## config.mk

```make
export PLATFORM = sky130hd
export DESIGN_NAME = async_rx_port
export DESIGN_NICKNAME = d
export VERILOG_FILES = /design/src/rtl/async_rx_pkg.sv /design/src/rtl/async_rx_baud.sv /design/src/rtl/async_rx_ctrl.sv /design/src/rtl/async_rx_dp.sv /design/src/rtl/async_rx_port.sv
export SDC_FILE = /design/constraint.sdc
export NUM_CORES = 1
export LEC_CHECK = 0
export ABC_CLOCK_PERIOD_IN_PS = 2950
export BUFFER_PORTS_ARGS = -buffer_cell sky130_fd_sc_hd__buf_2
export CAP_MARGIN = 40
export CORE_MARGIN = 10
export CORE_UTILIZATION = 55
export DETAILED_ROUTE_END_ITERATION = 8
export PLACE_DENSITY = 0.74
export SYNTH_ARGS = -nofsm -noshare
export SYNTH_HDL_FRONTEND = slang
export SYNTH_SLANG_ARGS = --single-unit
export TNS_END_PERCENT = 50
```

## constraint.sdc

```tcl
create_clock -name clk -period 2.95 [get_ports clk]
set_input_delay 0.59 -clock clk [delete_from_list [all_inputs] [get_ports clk]]
set_output_delay 0.59 -clock clk [all_outputs]
set_load 0.01 [all_outputs]
```

## src/rtl/async_rx_pkg.sv

```systemverilog
package async_rx_pkg;
  parameter int DATA_W = 8;
  parameter int REG_W = 8;
  parameter int ADDR_W = 3;
  parameter int DIV_W = 8;

  localparam logic [ADDR_W-1:0] ADDR_DIV  = 3'd0;
  localparam logic [ADDR_W-1:0] ADDR_MODE = 3'd1;
  localparam logic [ADDR_W-1:0] ADDR_STAT = 3'd2;
  localparam logic [ADDR_W-1:0] ADDR_DATA = 3'd3;
  localparam logic [ADDR_W-1:0] ADDR_INT  = 3'd4;

  typedef struct packed {
    logic [DIV_W-1:0] divisor;
    logic fastMode;
    logic syncMode;
    logic portEn;
    logic nineBit;
    logic contEn;
  } rxCfg_t;

  typedef struct packed {
    logic shiftEn;
    logic bitVal;
    logic frameEnd;
    logic stopBad;
  } rxStrobe_t;
endpackage

```

## src/rtl/async_rx_baud.sv

```systemverilog
module async_rx_baud #(
  parameter int DIV_W = 8,
  parameter int SLOW_MUL = 4
) (
  input  logic             clk,
  input  logic             rstN,
  input  logic             run,
  input  logic [DIV_W-1:0] divisor,
  input  logic             fastMode,
  output logic             ovsTick
);
  localparam int MUL_W = (SLOW_MUL > 1) ? $clog2(SLOW_MUL) : 1;
  localparam logic [MUL_W-1:0] MUL_LAST = MUL_W'(SLOW_MUL - 1);

  logic [DIV_W-1:0] divCnt;
  logic [MUL_W-1:0] mulCnt;
  logic divWrap;

  assign divWrap = (divCnt == divisor);
  assign ovsTick = divWrap && (fastMode || mulCnt == MUL_LAST);

  always_ff @(posedge clk or negedge rstN) begin
    if (!rstN) begin
      divCnt <= '0;
      mulCnt <= '0;
    end else if (!run) begin
      divCnt <= '0;
      mulCnt <= '0;
    end else if (divWrap) begin
      divCnt <= '0;
      if (fastMode || mulCnt == MUL_LAST) mulCnt <= '0;
      else mulCnt <= mulCnt + 1'b1;
    end else begin
      divCnt <= divCnt + 1'b1;
    end
  end
endmodule

```

## src/rtl/async_rx_ctrl.sv

```systemverilog
module async_rx_ctrl
  import async_rx_pkg::*;
#(
  parameter int OVS = 16,
  parameter int NBITS = 8
) (
  input  logic      clk,
  input  logic      rstN,
  input  logic      rxIn,
  input  logic      active,
  input  logic      nineBit,
  input  logic      ovsTick,
  output rxStrobe_t strb
);
  localparam int OVS_W = $clog2(OVS);
  localparam int IDX_W = $clog2(NBITS + 1);
  localparam logic [OVS_W-1:0] MID = OVS_W'(OVS / 2);
  localparam logic [OVS_W-1:0] LAST_SAMP = OVS_W'(OVS - 1);

  typedef enum logic [1:0] {S_IDLE, S_START, S_DATA, S_STOP} rxState_t;

  rxState_t state;
  logic rxMeta, rxSync, rxPrev;
  logic [OVS_W-1:0] sampCnt;
  logic [IDX_W-1:0] bitIdx;
  logic [1:0] votes;
  logic [2:0] voteNow;
  logic majority, decide, lastTick, inWindow;
  logic [IDX_W-1:0] lastIdx;

  assign voteNow  = {votes, rxSync};
  assign majority = (voteNow[0] & voteNow[1]) | (voteNow[0] & voteNow[2]) | (voteNow[1] & voteNow[2]);
  assign decide   = ovsTick && sampCnt == MID + 1'b1;
  assign lastTick = ovsTick && sampCnt == LAST_SAMP;
  assign inWindow = sampCnt >= MID - 1'b1 && sampCnt <= MID + 1'b1;
  assign lastIdx  = nineBit ? IDX_W'(NBITS) : IDX_W'(NBITS - 1);

  always_comb begin
    strb = '0;
    strb.shiftEn  = (state == S_DATA) && decide;
    strb.bitVal   = majority;
    strb.frameEnd = (state == S_STOP) && decide;
    strb.stopBad  = !majority;
  end

  always_ff @(posedge clk or negedge rstN) begin
    if (!rstN) begin
      rxMeta <= 1'b1;
      rxSync <= 1'b1;
      rxPrev <= 1'b1;
    end else begin
      rxMeta <= rxIn;
      rxSync <= rxMeta;
      rxPrev <= rxSync;
    end
  end

  always_ff @(posedge clk or negedge rstN) begin
    if (!rstN) begin
      state   <= S_IDLE;
      sampCnt <= '0;
      bitIdx  <= '0;
      votes   <= '0;
    end else if (!active) begin
      state   <= S_IDLE;
      sampCnt <= '0;
      bitIdx  <= '0;
    end else begin
      if (ovsTick) begin
        sampCnt <= sampCnt + 1'b1;
        if (inWindow) votes <= voteNow[1:0];
      end
      case (state)
        S_IDLE: if (rxPrev && !rxSync) begin
          state   <= S_START;
          sampCnt <= '0;
        end
        S_START: begin
          if (decide && majority) state <= S_IDLE;
          else if (lastTick) begin
            state  <= S_DATA;
            bitIdx <= '0;
          end
        end
        S_DATA: if (lastTick) begin
          if (bitIdx == lastIdx) state <= S_STOP;
          else bitIdx <= bitIdx + 1'b1;
        end
        S_STOP: if (decide) state <= S_IDLE;
        default: state <= S_IDLE;
      endcase
    end
  end
endmodule

```

## src/rtl/async_rx_dp.sv

```systemverilog
module async_rx_dp
  import async_rx_pkg::*;
#(
  parameter int DEPTH = 2,
  parameter int CNT_W = 2
) (
  input  logic              clk,
  input  logic              rstN,
  input  logic [ADDR_W-1:0] regAddr,
  input  logic              regWr,
  input  logic [REG_W-1:0]  regWrData,
  input  logic              regRd,
  input  rxStrobe_t         strb,
  output logic [REG_W-1:0]  regRdData,
  output rxCfg_t            cfg,
  output logic              irq,
  output logic [CNT_W-1:0]  bufLevel,
  output logic              overrun
);
  localparam int ENT_W = DATA_W + 2;
  localparam int PTR_W = (DEPTH > 1) ? $clog2(DEPTH) : 1;
  localparam logic [PTR_W-1:0] PTR_LAST = PTR_W'(DEPTH - 1);
  localparam logic [CNT_W-1:0] FULL = CNT_W'(DEPTH);

  logic [DIV_W-1:0] divReg;
  logic fastMode, syncMode;
  logic portEn, nineBit, singleEn, contEn, addrDet;
  logic chanIe, periphIe, globalIe;
  logic [DATA_W:0] shiftReg;
  logic [ENT_W-1:0] entries [DEPTH];
  logic [PTR_W-1:0] wrPtr, rdPtr;
  logic [ENT_W-1:0] frameWord, head;
  logic push, pop, setOvr, flag;

  assign cfg = '{divisor: divReg, fastMode: fastMode, syncMode: syncMode,
                 portEn: portEn, nineBit: nineBit, contEn: contEn};

  assign frameWord = nineBit ? {strb.stopBad, shiftReg[DATA_W], shiftReg[DATA_W-1:0]}
                             : {strb.stopBad, 1'b0, shiftReg[DATA_W:1]};
  assign flag   = bufLevel != '0;
  assign pop    = regRd && regAddr == ADDR_DATA && flag;
  assign push   = strb.frameEnd && !overrun && bufLevel != FULL;
  assign setOvr = strb.frameEnd && !overrun && bufLevel == FULL;
  assign head   = flag ? entries[rdPtr] : '0;
  assign irq    = flag && chanIe && periphIe && globalIe;

  always_ff @(posedge clk or negedge rstN) begin
    if (!rstN) begin
      divReg <= '0; fastMode <= 1'b0; syncMode <= 1'b0;
      portEn <= 1'b0; nineBit <= 1'b0; singleEn <= 1'b0; contEn <= 1'b0; addrDet <= 1'b0;
      chanIe <= 1'b0; periphIe <= 1'b0; globalIe <= 1'b0;
    end else if (regWr) begin
      case (regAddr)
        ADDR_DIV:  divReg <= regWrData[DIV_W-1:0];
        ADDR_MODE: {fastMode, syncMode} <= regWrData[1:0];
        ADDR_STAT: {portEn, nineBit, singleEn, contEn, addrDet} <= regWrData[7:3];
        ADDR_INT:  {globalIe, periphIe, chanIe} <= regWrData[3:1];
        default: ;
      endcase
    end
  end

  always_ff @(posedge clk or negedge rstN) begin
    if (!rstN) shiftReg <= '0;
    else if (strb.shiftEn) shiftReg <= {strb.bitVal, shiftReg[DATA_W:1]};
  end

  for (genvar g = 0; g < DEPTH; g++) begin : g_entry
    always_ff @(posedge clk or negedge rstN) begin
      if (!rstN) entries[g] <= '0;
      else if (push && wrPtr == PTR_W'(g)) entries[g] <= frameWord;
    end
  end

  always_ff @(posedge clk or negedge rstN) begin
    if (!rstN) begin
      wrPtr <= '0; rdPtr <= '0; bufLevel <= '0; overrun <= 1'b0;
    end else begin
      if (push) wrPtr <= (wrPtr == PTR_LAST) ? '0 : wrPtr + 1'b1;
      if (pop)  rdPtr <= (rdPtr == PTR_LAST) ? '0 : rdPtr + 1'b1;
      case ({push, pop})
        2'b10: bufLevel <= bufLevel + 1'b1;
        2'b01: bufLevel <= bufLevel - 1'b1;
        default: ;
      endcase
      if (!contEn) overrun <= 1'b0;
      else if (setOvr) overrun <= 1'b1;
    end
  end

  always_comb begin
    regRdData = '0;
    case (regAddr)
      ADDR_DIV:  regRdData[DIV_W-1:0] = divReg;
      ADDR_MODE: regRdData[1:0] = {fastMode, syncMode};
      ADDR_STAT: regRdData = {portEn, nineBit, singleEn, contEn, addrDet,
                              head[ENT_W-1], overrun, head[DATA_W]};
      ADDR_DATA: regRdData = head[DATA_W-1:0];
      ADDR_INT:  regRdData[3:0] = {globalIe, periphIe, chanIe, flag};
      default: ;
    endcase
  end
endmodule

```

## src/rtl/async_rx_port.sv

```systemverilog
module async_rx_port
  import async_rx_pkg::*;
#(
  parameter int OVS = 16,
  parameter int SLOW_MUL = 4,
  parameter int DEPTH = 2
) (
  input  logic              clk,
  input  logic              rstN,
  input  logic              rxIn,
  input  logic [ADDR_W-1:0] regAddr,
  input  logic              regWr,
  input  logic [REG_W-1:0]  regWrData,
  input  logic              regRd,
  output logic [REG_W-1:0]  regRdData,
  output logic              irq
);
  localparam int CNT_W = $clog2(DEPTH + 1);

  rxCfg_t cfg;
  rxStrobe_t strb;
  logic [CNT_W-1:0] bufLevel;
  logic overrun, rxActive, ovsTick;

  assign rxActive = cfg.portEn && !cfg.syncMode && cfg.contEn;

  async_rx_baud #(.DIV_W(DIV_W), .SLOW_MUL(SLOW_MUL)) u_baud (
    .clk(clk), .rstN(rstN), .run(rxActive), .divisor(cfg.divisor),
    .fastMode(cfg.fastMode), .ovsTick(ovsTick));

  async_rx_ctrl #(.OVS(OVS), .NBITS(DATA_W)) u_ctrl (
    .clk(clk), .rstN(rstN), .rxIn(rxIn), .active(rxActive),
    .nineBit(cfg.nineBit), .ovsTick(ovsTick), .strb(strb));

  async_rx_dp #(.DEPTH(DEPTH), .CNT_W(CNT_W)) u_dp (
    .clk(clk), .rstN(rstN), .regAddr(regAddr), .regWr(regWr),
    .regWrData(regWrData), .regRd(regRd), .strb(strb), .regRdData(regRdData),
    .cfg(cfg), .irq(irq), .bufLevel(bufLevel), .overrun(overrun));
endmodule

```

## After elaboration in Yosys (flattened, before gate mapping)

Index checks and enable logic that the tools add are counted.

- Flip-flop bits (word level): 77
- Memory bits (read-only): 0
- Bits in writable memories: 0
- Input port bits: 16
- Memories kept: 0
- Bits in latches: 0

- Multiplexer cells: 37
- Bitwise operators: 7
- Magnitude comparators: 3
- Shifts and indexed selects: 0
- Multiply operators: 0
- Div/mod/pow operators: 0
- Add/subtract/negate cells: 8
- Equality and inequality tests: 27
- Reduce and logical (&&, ||, !) cells: 36

Operators by type and width:

| kind | number |
|---|---|
| 2-to-1 mux 10 bit | 4 |
| 2-to-1 mux 4 bit | 10 |
| logical AND 1 bit | 20 |
| 2-to-1 mux 2 bit | 10 |
| 2-to-1 mux 8 bit | 2 |
| case mux 2 bit (4 select lines) | 2 |
| inequality test 3 x 2 -> 1 bit, second input constant | 4 |
| case mux 4 bit (3 select lines) | 1 |
| equality test 2 bit, second input constant | 5 |
| case mux 2 bit (5 select lines) | 1 |
| AND reduction 5 bit | 2 |
| 2-to-1 mux 9 bit | 1 |
| inequality test 3 bit, second input constant | 3 |
| adder 4 x 1 -> 4 bit, second input constant | 2 |
| adder 8 x 1 -> 8 bit, second input constant | 1 |
| equality test 4 bit, second input constant | 2 |
| equality test 8 bit | 1 |
| case mux 4 bit (2 select lines) | 1 |
| AND reduction 2 bit | 4 |
| equality test 3 x 2 -> 1 bit, second input constant | 2 |
| inequality test 2 bit, second input constant | 3 |
| adder 2 x 1 -> 2 bit, second input constant | 2 |
| equality test 2 x 1 -> 1 bit, second input constant | 2 |
| equality test 4 bit | 1 |
| other kinds (21) | 32 |

## Depth between registers and ports, before layout

- Depth in word-level cells: 9
- Depth in mapped cells: 10
- Gate-level depth less buffers: 10

## By module

A second synthesis with hierarchy kept.

- Cell total of the unflattened synthesis: 329
- Area total of the unflattened synthesis: 3,958.8 sq um

By module, submodules not included:

| module | cells each | times used | area an instance (sq um) | sequential area each (sq um) |
|---|---|---|---|---|
| async_rx_dp | 186 | 1 | 2,521.2 | 1,301.2 |
| async_rx_ctrl | 90 | 1 | 888.4 | 379.1 |
| async_rx_baud | 52 | 1 | 540.5 | 250.2 |
| async_rx_port | 1 | 1 | 8.8 | 0.0 |

## Worst setup path after synthesis

OpenSTA, ideal clock, no wires.

- Path kind: input to output
- Start point: in regAddr[1]
- End point: out regRdData[1]
- Arrival time: 1.673 ns
- Data required time: 2.360 ns
- Stages on the path: 5
- Path slack: 0.687 ns
- Path through: clkbuf_1 > clkbuf_1 > nor2b_1 > a21oi_1 > o21ai_0

- Word-level cells in the longest chain between the ends: 2

RTL lines:

| what | line | text |
|---|---|---|
| from (decl) | async_rx_port.sv:11 | `input logic [ADDR_W-1:0] regAddr,` |
| equality test 3 bit (tied with other cells) | async_rx_dp.sv:93 | `case (regAddr)` |
| case mux 2 bit (5 select lines) * | async_rx_dp.sv:93 |  |
| to (decl) | async_rx_port.sv:15 | `output logic [REG_W-1:0] regRdData,` |

Mark *: on every way between the ends. The rest lies on a longest branch, timed or not.

## Worst setup path in the final report

- Start point: reg u_baud.divCnt[2]
- End point: reg u_dp.bufLevel[1]

- Word-level cells in the longest chain between the ends: 8

RTL lines:

| what | line | text |
|---|---|---|
| from (decl) | async_rx_baud.sv:15 | `logic [DIV_W-1:0] divCnt;` |
| from (signal assigned) | async_rx_baud.sv:34 | `divCnt <= divCnt + 1'b1;` |
| equality test 8 bit * | async_rx_baud.sv:19 | `assign divWrap = (divCnt == divisor);` |
| logical AND 1 bit * | async_rx_baud.sv:20 | `assign ovsTick = divWrap && (fastMode \|\| mulCnt == MUL_LAST);` |
| logical AND 1 bit * | async_rx_ctrl.sv:33 | `assign decide = ovsTick && sampCnt == MID + 1'b1;` |
| logical AND 1 bit * | async_rx_ctrl.sv:42 | `strb.frameEnd = (state == S_STOP) && decide;` |
| logical AND 1 bit * (2 in series) | async_rx_dp.sv:42 | `assign push = strb.frameEnd && !overrun && bufLevel != FULL;` |
| equality test 2 x 1 -> 1 bit or equality test 2 bit (tied branches) | async_rx_dp.sv:81 | `case ({push, pop})` |
| case mux 2 bit (2 select lines) or nonzero test 2 bit (tied branches) | - |  |
| to (signal assigned) | async_rx_dp.sv:82 | `2'b10: bufLevel <= bufLevel + 1'b1;` |
| to (signal assigned) | async_rx_dp.sv:83 | `2'b01: bufLevel <= bufLevel - 1'b1;` |
| to (decl) | async_rx_dp.sv:17 | `output logic [CNT_W-1:0] bufLevel,` |

Marks and branches as above.
A chain may end at the register's enable or synchronous reset.

==> impl_results.html <==
<table>
<tr><th>Metric</th><th>Value</th></tr>
<tr><th colspan="2">Critical path</th></tr>
<tr><td>Maximum fanout encountered on the critical timing path</td><td>6</td></tr>
<tr><td>Stage delay of the slowest cell on the critical path</td><td>0.76 ns</td></tr>
<tr><td>Worst path arrival time</td><td>2.81 ns</td></tr>
<tr><td>Flop2flop setup slack</td><td>0.42 ns</td></tr>
<tr><td>Worst reg2reg startpoint</td><td>u_baud.divCnt[2]</td></tr>
<tr><td>Critical path class</td><td>reg -&gt; reg</td></tr>
<tr><td>Data required, critical path</td><td>3.23 ns</td></tr>
<tr><td>Most common cell on crit path</td><td>xor2_1</td></tr>
<tr><td>Worst path top cell family by delay</td><td>simple AND/OR/NAND/NOR gates</td></tr>
<tr><td>Depth of the worst register-to-register path</td><td>8</td></tr>
<tr><td>Critical Path Source Type</td><td>flop</td></tr>
<tr><td>Slowest CP cell</td><td>or4_1</td></tr>
<tr><td>Cell count along the critical path</td><td>8</td></tr>
<tr><td>Critical path cell sequence</td><td>xor2_1 &gt; or4_1 &gt; nor2_8 &gt; nand4_1 &gt; ha_1 &gt; xnor2_1 &gt; nor2_1 &gt; xor2_1</td></tr>
<tr><td>Crit path from</td><td>u_baud.divCnt[2]</td></tr>
<tr><td>Terminus of the critical flop-to-flop path</td><td>u_dp.bufLevel[1]</td></tr>
<tr><td>CP Capture Point</td><td>u_dp.bufLevel[1]</td></tr>
<tr><td>Crit path buffers/inverters</td><td>0</td></tr>
<tr><td>Setup crit end kind</td><td>flop</td></tr>
<tr><th colspan="2">Die</th></tr>
<tr><td>Initial Util</td><td>0.563</td></tr>
<tr><td>Die outline width</td><td>106 um</td></tr>
<tr><td>Number of placed I/O pins</td><td>25</td></tr>
<tr><td>Row cnt</td><td>31</td></tr>
<tr><td>Core area</td><td>0.00721 mm^2</td></tr>
<tr><td>Overall die height</td><td>106 um</td></tr>
<tr><td>Area of the die</td><td>0.0112 mm^2</td></tr>
<tr><th colspan="2">Run</th></tr>
<tr><td>Total of max-cap violations</td><td>0</td></tr>
<tr><th colspan="2">Power and ir drop</th></tr>
<tr><td>P_sw</td><td>0.000735 W</td></tr>
<tr><td>Internal power consumption</td><td>0.00165 W</td></tr>
<tr><td>Sequential share of power</td><td>0.531</td></tr>
<tr><td>Pwr per Cell Area</td><td>533 mW/mm^2</td></tr>
<tr><td>Sw frac</td><td>0.308</td></tr>
<tr><td>Leakage power</td><td>2.05 nW</td></tr>
<tr><td>Combinational group share of total power</td><td>0.151</td></tr>
<tr><td>Portion of total power attributed to the clock network</td><td>0.318</td></tr>
<tr><td>Worst ir drop on vdd</td><td>0.000359 V</td></tr>
<tr><th colspan="2">Clocking</th></tr>
<tr><td>TritonCTS Buffers</td><td>9</td></tr>
<tr><td>Insertion delay of the later-clocked pin in the worst-skew pair</td><td>0.36 ns</td></tr>
<tr><td>Setup Fix Bufs, Post-CTS</td><td>0</td></tr>
<tr><td>Clk pin slew, worst setup/hold paths</td><td>0.09 ns</td></tr>
<tr><td>Number of resized instances in the post-cts repair step</td><td>0</td></tr>
<tr><td>Number of H-tree levels</td><td>3</td></tr>
<tr><td>CTS max path bufs</td><td>2</td></tr>
<tr><td>Number of hold buffers added after CTS</td><td>0</td></tr>
<tr><td>Cell at the root of the clock tree</td><td>clkbuf_8</td></tr>
<tr><td>Clock Sink Count</td><td>77</td></tr>
<tr><td>Clock tree from TritonCTS</td><td>yes</td></tr>
<tr><th colspan="2">STA</th></tr>
<tr><td>Final period util</td><td>0.858</td></tr>
<tr><td>Final hold violations</td><td>0</td></tr>
<tr><td>Worst-case setup margin in the final layout</td><td>0.420 ns</td></tr>
<tr><td>Unrepaired setup endpoints after global routing</td><td>false</td></tr>
<tr><td>Maximum operating frequency</td><td>395 MHz</td></tr>
<tr><td>Worst slew margin relative to its limit</td><td>0.531</td></tr>
<tr><td>Worst slew pin tran</td><td>0.702 ns</td></tr>
<tr><td>Setup TNS</td><td>0 ns</td></tr>
<tr><td>Fin Hold WS</td><td>0.167 ns</td></tr>
<tr><td>Final count of pins violating max slew</td><td>0</td></tr>
<tr><td>Worst Skew</td><td>0.0120 ns</td></tr>
<tr><td>Crit path time final</td><td>2.53 ns</td></tr>
<tr><td>Final count of negative-setup-slack endpoints</td><td>0</td></tr>
<tr><th colspan="2">Cells and area</th></tr>
<tr><td>Commonest non-fill, non-tap cell in the layout</td><td>dfrtp_1</td></tr>
<tr><td>Number of fillers in the final layout</td><td>596</td></tr>
<tr><td>Core Util, Final</td><td>0.620</td></tr>
<tr><td>Commonest cells after routing, fill and taps aside</td><td>74 x dfrtp_1, 47 x mux2_2, 31 x nor2_1, 23 x buf_2, 16 x mux2i_1</td></tr>
<tr><td>Area growth, synth to finish</td><td>10.1%</td></tr>
<tr><td>Final-stage net count</td><td>391</td></tr>
<tr><td>Proportion of layout cells with a drive suffix above 1</td><td>0.314</td></tr>
<tr><td>Final antenna diode count</td><td>0</td></tr>
<tr><th colspan="2">Global route</th></tr>
<tr><td>Via count of the first global-routing pass</td><td>2823</td></tr>
<tr><td>Total global routing overflow</td><td>0</td></tr>
<tr><td>Global-route usage over all layers</td><td>0.153</td></tr>
<tr><td>First-pass GRT wire length</td><td>13900 um</td></tr>
<tr><td>Maximum number of pins on one net before global-route repair</td><td>48</td></tr>
<tr><td>Initial antenna violation count</td><td>0</td></tr>
<tr><th colspan="2">Detailed routing</th></tr>
<tr><td>Mean number of vias per cell</td><td>5.83</td></tr>
<tr><td>Iteration count of the initial detailed-routing pass</td><td>4</td></tr>
<tr><td>Routed Wire Length</td><td>8330 um</td></tr>
<tr><td>Overall via count from detail_route</td><td>2752</td></tr>
<tr><td>Number of remaining DRC errors</td><td>0</td></tr>
<tr><td>Antenna Violating Nets Remaining</td><td>0</td></tr>
<tr><td>Iter 0 DRT Violations</td><td>127</td></tr>
<tr><td>Final routed wire length divided by cell count</td><td>17.6 um</td></tr>
<tr><th colspan="2">Logic synthesis</th></tr>
<tr><td>Area share of the leading cell type in the synthesized netlist</td><td>0.456</td></tr>
<tr><td>Netlist area before placement</td><td>0.00406 mm^2</td></tr>
<tr><td>Mean cell area of the mapped netlist</td><td>11.8 um^2</td></tr>
<tr><td>Flip-flop and latch count after synthesis</td><td>77</td></tr>
<tr><td>Top cells by area in the synthesized netlist</td><td>dfrtp_1 46%, mux2_2 13%, mux2i_1 3.9%, mux2_4 3.7%, xor2_1 3.2%</td></tr>
<tr><td>Fraction of the yosys area taken by sequential cells</td><td>0.475</td></tr>
<tr><td>Synth warnings</td><td>0</td></tr>
<tr><td>Post-synthesis async set-or-reset flop share</td><td>1.00</td></tr>
<tr><td>Primary FF master, synth</td><td>dfrtp_1</td></tr>
<tr><td>Library cell occupying the most area in the post-synthesis netlist</td><td>dfrtp_1</td></tr>
<tr><td>Number of nets produced by synthesis</td><td>367</td></tr>
<tr><td>Post-synth EDFFs</td><td>0</td></tr>
<tr><td>Number of distinct standard cells referenced by the synthesized netlist</td><td>55</td></tr>
<tr><td>Number of cells produced by synthesis</td><td>344</td></tr>
<tr><th colspan="2">Place</th></tr>
<tr><td>Detailed Place HPWL</td><td>6030 um</td></tr>
<tr><td>Post-placement worst setup slack</td><td>0.423 ns</td></tr>
<tr><td>Global placer's final weighted congestion</td><td>0.837</td></tr>
<tr><td>Buffers on Ports</td><td>24</td></tr>
<tr><th colspan="2">Hold path</th></tr>
<tr><td>Class of the most critical hold timing path</td><td>in -&gt; async</td></tr>
<tr><th colspan="2">Run status</th></tr>
<tr><td>Run status</td><td>finished, final reports clean</td></tr>
</table>
-- cells in the mapped netlist (4+ instances only) --
master    instances
a21oi_1           9
inv_1             4
nor2b_1           4
mux2i_1          16
o21ai_0           8
clkbuf_1          9
nand2_1           9
nor4_1            4
and3_1            5
nor4_2            4
xnor2_1           7
ha_1              7
nor2_1           31
nand3_1          11
dfrtp_1          74
nand2b_1          6
o22ai_1           5
mux2_2           47
nor3b_1           5
mux2_4           10
xor2_1           15
-- through the flow --
step	total power (W)	std cells	cell area [um^2]
4_1_cts	0.00241	472	4470
3_3_place_gp	0.00163	455	4260
6_report	0.00239	472	4470
2_1_floorplan	0.00152	344	4060
5_1_grt	0.00251	472	4470
3_5_place_dp	0.00165	456	4280
-- worst reg2reg max path: cells and delay by family, from the launching register on --
kind                     cells  cell delay, ns
XOR/XNOR                     3            0.48
flip-flops                   1            0.44
adder cells (fa/ha/maj)      1            0.24
AND/OR/NAND/NOR              4            1.29
-- power groups by stage --
| stage | Sequential, W | Combinational [W] | Clock [W] |
|---|---|---|---|
| after floorplan | 0.00121 | 0.000304 | 0 |
| after global placement | 0.00128 | 0.000348 | 0 |
| after detailed placement | 0.00129 | 0.000362 | 0 |
| after CTS | 0.00127 | 0.000364 | 0.000785 |
| after global routing | 0.00128 | 0.000397 | 0.000831 |
| final | 0.00127 | 0.000360 | 0.000759 |
-- registers in the layout, indices dropped and copies added (netlist names), 2 cells and up --
name and cells:
u_ctrl.votes 2, u_ctrl.sampCnt 4, u_ctrl.state 2, u_dp.bufLevel 2
u_dp.shiftReg 9, u_dp.entries 20, u_baud.mulCnt 2, u_baud.divCnt 8
u_ctrl.bitIdx 4, u_dp.divReg 8
-- cell families (layout without fill, tap and decap cells) --
| kind of cell | after synthesis | count (layout) | share of synthesized area |
|---|---|---|---|
| AOI/OAI and AO/OA | 37 | 37 | 0.0585 |
| xor gates and xnor gates | 22 | 22 | 0.0474 |
| adders and majority gates | 8 | 8 | 0.0240 |
| buffers and inverters | 17 | 46 | 0.0188 |
| DFF | 77 | 77 | 0.475 |
| muxes | 76 | 76 | 0.215 |
| and+or+nand+nor | 107 | 107 | 0.161 |
-- how the worst min path moves through the flow --
stage / start / end / cells past startpoint
2_1_floorplan: rstN / u_baud.divCnt[0] / 0
3_3_place_gp: u_ctrl.rxMeta / u_ctrl.rxSync / 0
3_5_place_dp: u_ctrl.rxMeta / u_ctrl.rxSync / 0
4_1_cts: rstN / u_dp.globalIe / 1
5_1_grt: rstN / u_baud.divCnt[2] / 1
6_report: rstN / u_dp.globalIe / 1
-- routing by layer --
layer,track usage,wire [um],up-vias
li1,-,-,1288
met4,0.0493,122,0
met5,0,0,-
met3,0.0423,359,8
met2,0.244,3950,57
met1,0.196,3890,1399
-- final cells by class --
type	instances	area [um^2]	share of cell area
Multi-Input combinational cell	250	2060	0.460
Inverter	4	15.0	0.00336
Sequential cell	77	1930	0.432
Timing Repair Buffer	26	158	0.0352
Tap cell	99	124	0.0277
Clock inverter	6	52.6	0.0117
Clock buffer	10	138	0.0308
(Power assumes the default switching activity.)
